### src/rtl/sensor_out_bank.sv
module sensor_out_bank #(
  parameter int NUM_CH = 8,
  parameter int STAT_W = 8,
  parameter int ADDR_W = 4,
  parameter logic [NUM_CH-1:0] NARROW_MASK = 8'h18
) (
  input  logic                 clk,
  input  logic                 rst_n,
  input  logic                 upd_i,
  input  logic [NUM_CH*14-1:0] samp_i,
  input  logic [STAT_W-1:0]    stat_i,
  input  logic                 rd_en_i,
  input  logic [ADDR_W-1:0]    rd_addr_i,
  output logic [15:0]          rd_data_o
);
  localparam int FW = 14;
  localparam int CH_AW = (NUM_CH > 1) ? $clog2(NUM_CH) : 1;
  localparam logic [ADDR_W-1:0] STAT_A = ADDR_W'(NUM_CH);

  logic [FW-1:0] word_q [NUM_CH];
  logic [FW-1:0] word_d [NUM_CH];
  logic          nd_q;
  wire           hit_ch = rd_en_i && (rd_addr_i < STAT_A);
  wire           hit_st = rd_en_i && (rd_addr_i == STAT_A);
  wire           err    = |stat_i;

  for (genvar i = 0; i < NUM_CH; i++) begin : g_ch
    if (NARROW_MASK[i]) begin : g_n
      assign word_d[i] = {2'b00, samp_i[i*FW +: FW-2]};
    end else begin : g_w
      assign word_d[i] = samp_i[i*FW +: FW];
    end
    always_ff @(posedge clk) begin
      if (!rst_n) word_q[i] <= '0;
      else if (upd_i) word_q[i] <= word_d[i];
    end
  end

  always_ff @(posedge clk) begin
    if (!rst_n) nd_q <= 1'b0;
    else if (upd_i) nd_q <= 1'b1;
    else if (hit_ch) nd_q <= 1'b0;
  end

  always_ff @(posedge clk) begin
    if (!rst_n) rd_data_o <= '0;
    else if (hit_ch) rd_data_o <= {nd_q, err, word_q[rd_addr_i[CH_AW-1:0]]};
    else if (hit_st) rd_data_o <= 16'(stat_i);
    else if (rd_en_i) rd_data_o <= '0;
  end

  a_r2_update_sets: assert property (@(posedge clk) disable iff (!rst_n)
    upd_i |=> nd_q);
  a_r3_read_clears: assert property (@(posedge clk) disable iff (!rst_n)
    (hit_ch && !upd_i) |=> !nd_q);
  a_r4_flag_bits: assert property (@(posedge clk) disable iff (!rst_n)
    hit_ch |=> (rd_data_o[15] == $past(nd_q)) && (rd_data_o[14] == $past(err)));
  a_r5_narrow_zero: assert property (@(posedge clk) disable iff (!rst_n)
    (hit_ch && NARROW_MASK[rd_addr_i[CH_AW-1:0]]) |=> rd_data_o[13:12] == 2'b00);
  a_r6_status_keeps: assert property (@(posedge clk) disable iff (!rst_n)
    (hit_st && !upd_i) |=> $stable(nd_q));
  a_r7_unmapped_zero: assert property (@(posedge clk) disable iff (!rst_n)
    (rd_en_i && rd_addr_i > STAT_A) |=> rd_data_o == 16'h0000);
  a_r8_hold: assert property (@(posedge clk) disable iff (!rst_n)
    (!rd_en_i && $past(rst_n)) |=> $stable(rd_data_o));
endmodule

### config.mk
export PLATFORM = sky130hd
export DESIGN_NAME = sensor_out_bank
export DESIGN_NICKNAME = d
export VERILOG_FILES = /design/src/rtl/sensor_out_bank.sv
export SDC_FILE = /design/constraint.sdc
export NUM_CORES = 1
export LEC_CHECK = 0
export ABC_AREA = 1
export BUFFER_PORTS_ARGS = -buffer_cell sky130_fd_sc_hd__buf_2
export CORE_ASPECT_RATIO = 0.7
export CORE_MARGIN = 5
export CORE_UTILIZATION = 40
export DETAILED_ROUTE_END_ITERATION = 16
export PLACE_DENSITY = 0.73
export SETUP_SLACK_MARGIN = 0.2
export SYNTH_ARGS = -nofsm -noshare
export SYNTH_HDL_FRONTEND = slang
export SYNTH_SLANG_ARGS = --single-unit
### constraint.sdc
create_clock -name clk -period 2.3 [get_ports clk]
set_input_delay 0.115 -clock clk [delete_from_list [all_inputs] [get_ports clk]]
set_output_delay 0.115 -clock clk [all_outputs]
set_load 0.01 [all_outputs]
==> Yosys cells after proc, flatten, opt, wreduce, memory -nomap -nowiden <==
Memories as Yosys holds them, arrays and structs flattened.
Cells that the tools add are included.
{ "classes": {"eq_ne": 1, "bitwise_logic": 8, "reduce_logical": 5, "order_cmp": 1, "mux": 17} }
{ "op_table": {"columns": ["operator", "n"], "rows": [
  ["$mux 14", 8],
  ["$mux 16", 3],
  ["$or 1x1->1", 8],
  ["$reduce_or 8->1", 1],
  ["$mux 1", 6],
  ["$eq 4x4->1 const B", 1],
  ["$lt 4x4->1 const B", 1],
  ["$reduce_bool 3->1", 1],
  ["$logic_and 1x1->1", 2],
  ["$reduce_bool 2->1", 1]
]} }
{ "totals": {"input_bits": 128, "output_inout_bits": 16, "mem_bits_rw": 112, "memories": 1, "reg_bits": 17} }
{ "memory_table": {"columns": ["name", "words", "width", "read_ports", "rd_ports_with_merged_regs", "write_ports", "line_no", "rtl"], "rows": [
  ["word_q", 8, 14, 1, 0, 8, "20", "logic [FW-1:0] word_q [NUM_CH];"]
]} }

==> Longest topological paths before layout <==
{ "depth": {"depth_word": 4, "mapped_depth": 8, "mapped_depth_nobuf": 7} }

==> Worst setup path after synthesis <==
OpenSTA, ideal clock, no wires.
{ "synth_timing": {"kind": "in2reg", "start": "in rst_n", "end": "mem word_q[0][0] (enable)", "setup_time_ps": 421, "slack_ps": 112, "t_required_ps": 1879, "path_stages": 3, "path_buffers": 1, "arrival_ps": 1767, "cell_sequence": "buf_2 inv_1 or2_2"} }
{ "synth_lines": {"columns": ["item", "line_no", "rtl"], "rows": [
  ["start, declared", "8", "input logic rst_n,"],
  ["end, declared", "20", null]
]} }

==> Worst setup path in the final report <==
{ "layout_timing": {"start": "in rd_addr_i[0]", "end": "reg rd_data_o[4]"} }
{ "layout_via": {"elab_chain_len": 4, "elab_cells_between_ends": 8} }
{ "layout_lines": {"columns": ["item", "line_no", "rtl"], "rows": [
  ["start, declared", "13", "input logic [ADDR_W-1:0] rd_addr_i,"],
  ["parallel branches: the longest is 4 deep, another holds $lt 4x4->1", null, null],
  ["end signal, assigned", "47", "else if (hit_ch) rd_data_o <= {nd_q, err, word_q[rd_addr_i[CH_AW-1:0]]};"],
  ["end signal, assigned", "48", "else if (hit_st) rd_data_o <= 16'(stat_i);"],
  ["end, declared", "14", "output logic [15:0] rd_data_o"]
]} }
Parallel ways; which one is timed is not known.
A chain may end at the register's enable or synchronous reset.

==> metrics.md <==
| Metric | Value |
|---|---|
| First-pass GRT wire length | 22,900 um |
| Detailed Place HPWL | 10,300 um |
| TritonCTS clock tree | done |
| Crit path buf inv count | 2 |
| Comb power frac | 10.2% |
| Die Area | roughly 18,000 um2 |
| CP max stage delay | 350 ps |
| Initial antenna violation count | 1 |
| Worst-path clk slew | 60 ps |
| Dominant cells by area after synthesis | edfxtp_1, inv_1, nor2_1, nand2_1, dfxtp_1 |
| Critical path peak fanout | 33 |
| Crit start category | input pin |
| Final Non-Filler Cells | 1,026 |
| Register area share after synthesis | approximately three fifths |
| Worst Max-Slew Pin Slew | 570 ps |
| Overall Power | around 6 mW |
| Power share of the sequential group | 46.3% |
| CTS Buf Count | 17 |
| Syn Nets | 793 |
| Worst EP arrival | roughly 1600 ps |
| Largest net degree at the start of global routing | between 60 and 70 |
| Synth top area share | 54.3% |
| Vias | 4,630 |
| Most frequent cell after synthesis | inv_1 |
| Via density | 4.51 |
| Ys flop type | edfxtp_1 |
| WL per Instance | between 10 and 15 um |
| Total grt overflow | 0 |
| Leading area contributor after synthesis | edfxtp_1 |
| Mean post-synth cell area | roughly 9.0 um2 |
| Gr busiest metal | met2 |
| Seq cells post-synth | 125 |
| Final ANT Viol Nets | 0 |
| FF-to-FF Start | word_q[6][8] |
| Final core utilization | 51.5% |
| Placed cell count | 977 |
| Syn. warnings | 0 |
| Final setup violating endpoints | 0 |
| Skew final | 13.0 ps |
| Max-cap violations | 0 |
| CTS sink cnt | 125 |
| CP required | approximately 2600 ps |
| Tcrit/Tclk final | a little over half |
| Final hold vios | 0 |
| Internal power | 4.38 mW |
| Initial core utilization | 40.7% |
| Number of flops mapped to enable cells by yosys | 108 |
| Critical path depth in cells | 7 |
| M2 GR Usage | 26.5% |
| Drt first pass iters | 4 |
| Worst min-delay path category | input pin to flip-flop |
| GR Util met3 | 4.43% |
| Minimum clock period | 1250 ps |
| Slew Limit Fails | 0 |
| Nets | around 950 |
| R2R depth | 6 |
| FMAX | 803 MHz |
| Clock Power Share | 43.5% |
| Routed wire length | 14,800 um |
| Clock Latency Late Sink | 410 ps |
| Top Family by Delay on Critical Path | simple AND/OR/NAND/NOR gates |
| Cell variety after synth | 22 |
| IO buf count | 139 |
| Most frequent CP cell | nand3_1 |
| Drc violations | 0 |
| Vias in the first global route | 4,501 |
| Setup CP Type | input pin to flip-flop |
| Crit path cell chain | buf_2, inv_4, nor2_8, nand2_1, nand3_1, nand3_1, a21oi_2 |
| Worst Min Path Start | samp_i[81] |
| Peak VDD IR | 0.467 mV |
| Sw Ratio | 24.8% |
| CTS-repair resized insts | 0 |
| Gr usage total | 17.0% |
| Post-synth ARST share | 0% |
| Status | completed |
| Netlist Area Pre-Place | 5980 um2 |
| Slew Limit Headroom | 62.0% |
| Hold path depth | 3 |
| 1st-iter DRT viols | between 300 and 400 |
| GP Congestion | 0.760 |
| Leak | 3.75 nW |
| Root Driver | clkbuf_16 |
| Top Ports | 144 |
| Core Footprint | 14,700 um2 |
| CP Capture Type | flip-flop |
| Worst-path cell with the longest stage delay | buf_2 |
| Layout cells sized above 1 | between 20% and 30% |
| RSZ-0062 raised after global routing | false |
| Chip width | approximately 160 um |
| Grt met1 use | about a quarter |
| P per Cell Area | 771 nW/um2 |
| Crit path launch | rd_addr_i[0] |
| Fin Setup TNS | 0 ps |
| H-Tree Depth | 4 |
| NetSw | roughly 1.4 mW |
| P&R area growth vs syn | 26.5% |
| Die H | 112 um |
| Clock Tree Buf Depth | 2 |
| Top cells by count, synth | inv_1, nor2_1, edfxtp_1, nand2_1, nand3_1 |
| Cells after synthesis | 665 |
| Row count | 37 |
[cell type report]
class | count | area, um2
repair buffers | 164 | 963
flip-flops and latches | 125 | 3580
inverters | 156 | 593
clock buffers | 17 | 425
well taps | 195 | 244
clock inverters | 14 | 134
multi-input cells | 354 | 1620
fillers | 1348 | 7110
diodes | 1 | 2.50
[repair_timing]
action                                  4_1_cts  5_1_grt
setup buffers                                 0        0
endpoints found under the setup margin        0        0
endpoints found under the hold margin        17        0
hold buffers                                 17        0
[kinds of logic after synthesis]
| group | share of synthesized area (%) |
|---|---|
| AND/OR/NAND/NOR | 21.7 |
| buffers and inverters | 13.2 |
| flip-flops | 60.0 |
| AO/OA/AOI/OAI | 5.17 |
[sequential cells by signal, indices dropped and copies added (netlist names)]
signal     count
nd_q           1
word_q       108
rd_data_o     16
[through the flow]
step                cell area, um2  hold slack, ps  setup slack [ps]
global route                  7560            5.15               933
finish                        7560            1.88              1050
floorplan                     5980             295               646
detailed placement            6830             417               634
CTS                           7560          0.0263              1070
global placement              6830             413               657
[placed cells by master, fill, tap and decap left out, types with 5 or more instances in the layout]
| master | count |
|---|---|
| buf_2 | 139 |
| a21oi_1 | 10 |
| inv_1 | 151 |
| dfxtp_1 | 17 |
| dlygate4sd3_1 | 17 |
| edfxtp_1 | 108 |
| clkbuf_16 | 17 |
| inv_6 | 6 |
| buf_4 | 5 |
| nand3_1 | 52 |
| nand2_1 | 94 |
| a21oi_2 | 16 |
| nand4_1 | 9 |
| o21ai_0 | 22 |
| nor2_1 | 142 |
[power by group through the flow]
stage	sequential, mW	combinational (mW)	clock [mW]
floorplan	2.74	0.334	0
global placement	2.74	0.563	0
detailed placement	2.74	0.571	0
CTS	2.70	0.596	2.56
global route	2.71	0.668	2.68
finish	2.70	0.593	2.54
[per-layer routing]
metal | share of wire [%] | vias to the layer above
met5 | 0 | -
met4 | 0.39 | 0
met3 | 8.1 | 5
met2 | 45 | 171
met1 | 47 | 2089
li1 | - | 2365
[worst register-to-register path, delay by kind of cell, from the launching register on]
| kind | cells | cell delay, ps |
|---|---|---|
| AO/OA/AOI/OAI | 1 | 90 |
| flip-flops | 1 | 360 |
| AND/OR/NAND/NOR | 5 | 580 |
[final timing paths]
path                         to  slack, ps
setup reg to reg   rd_data_o[8]       1150
hold / removal    word_q[5][11]          2
setup / recovery   rd_data_o[4]       1050
hold reg to reg   rd_data_o[10]        450
(Power assumes the default switching activity.)
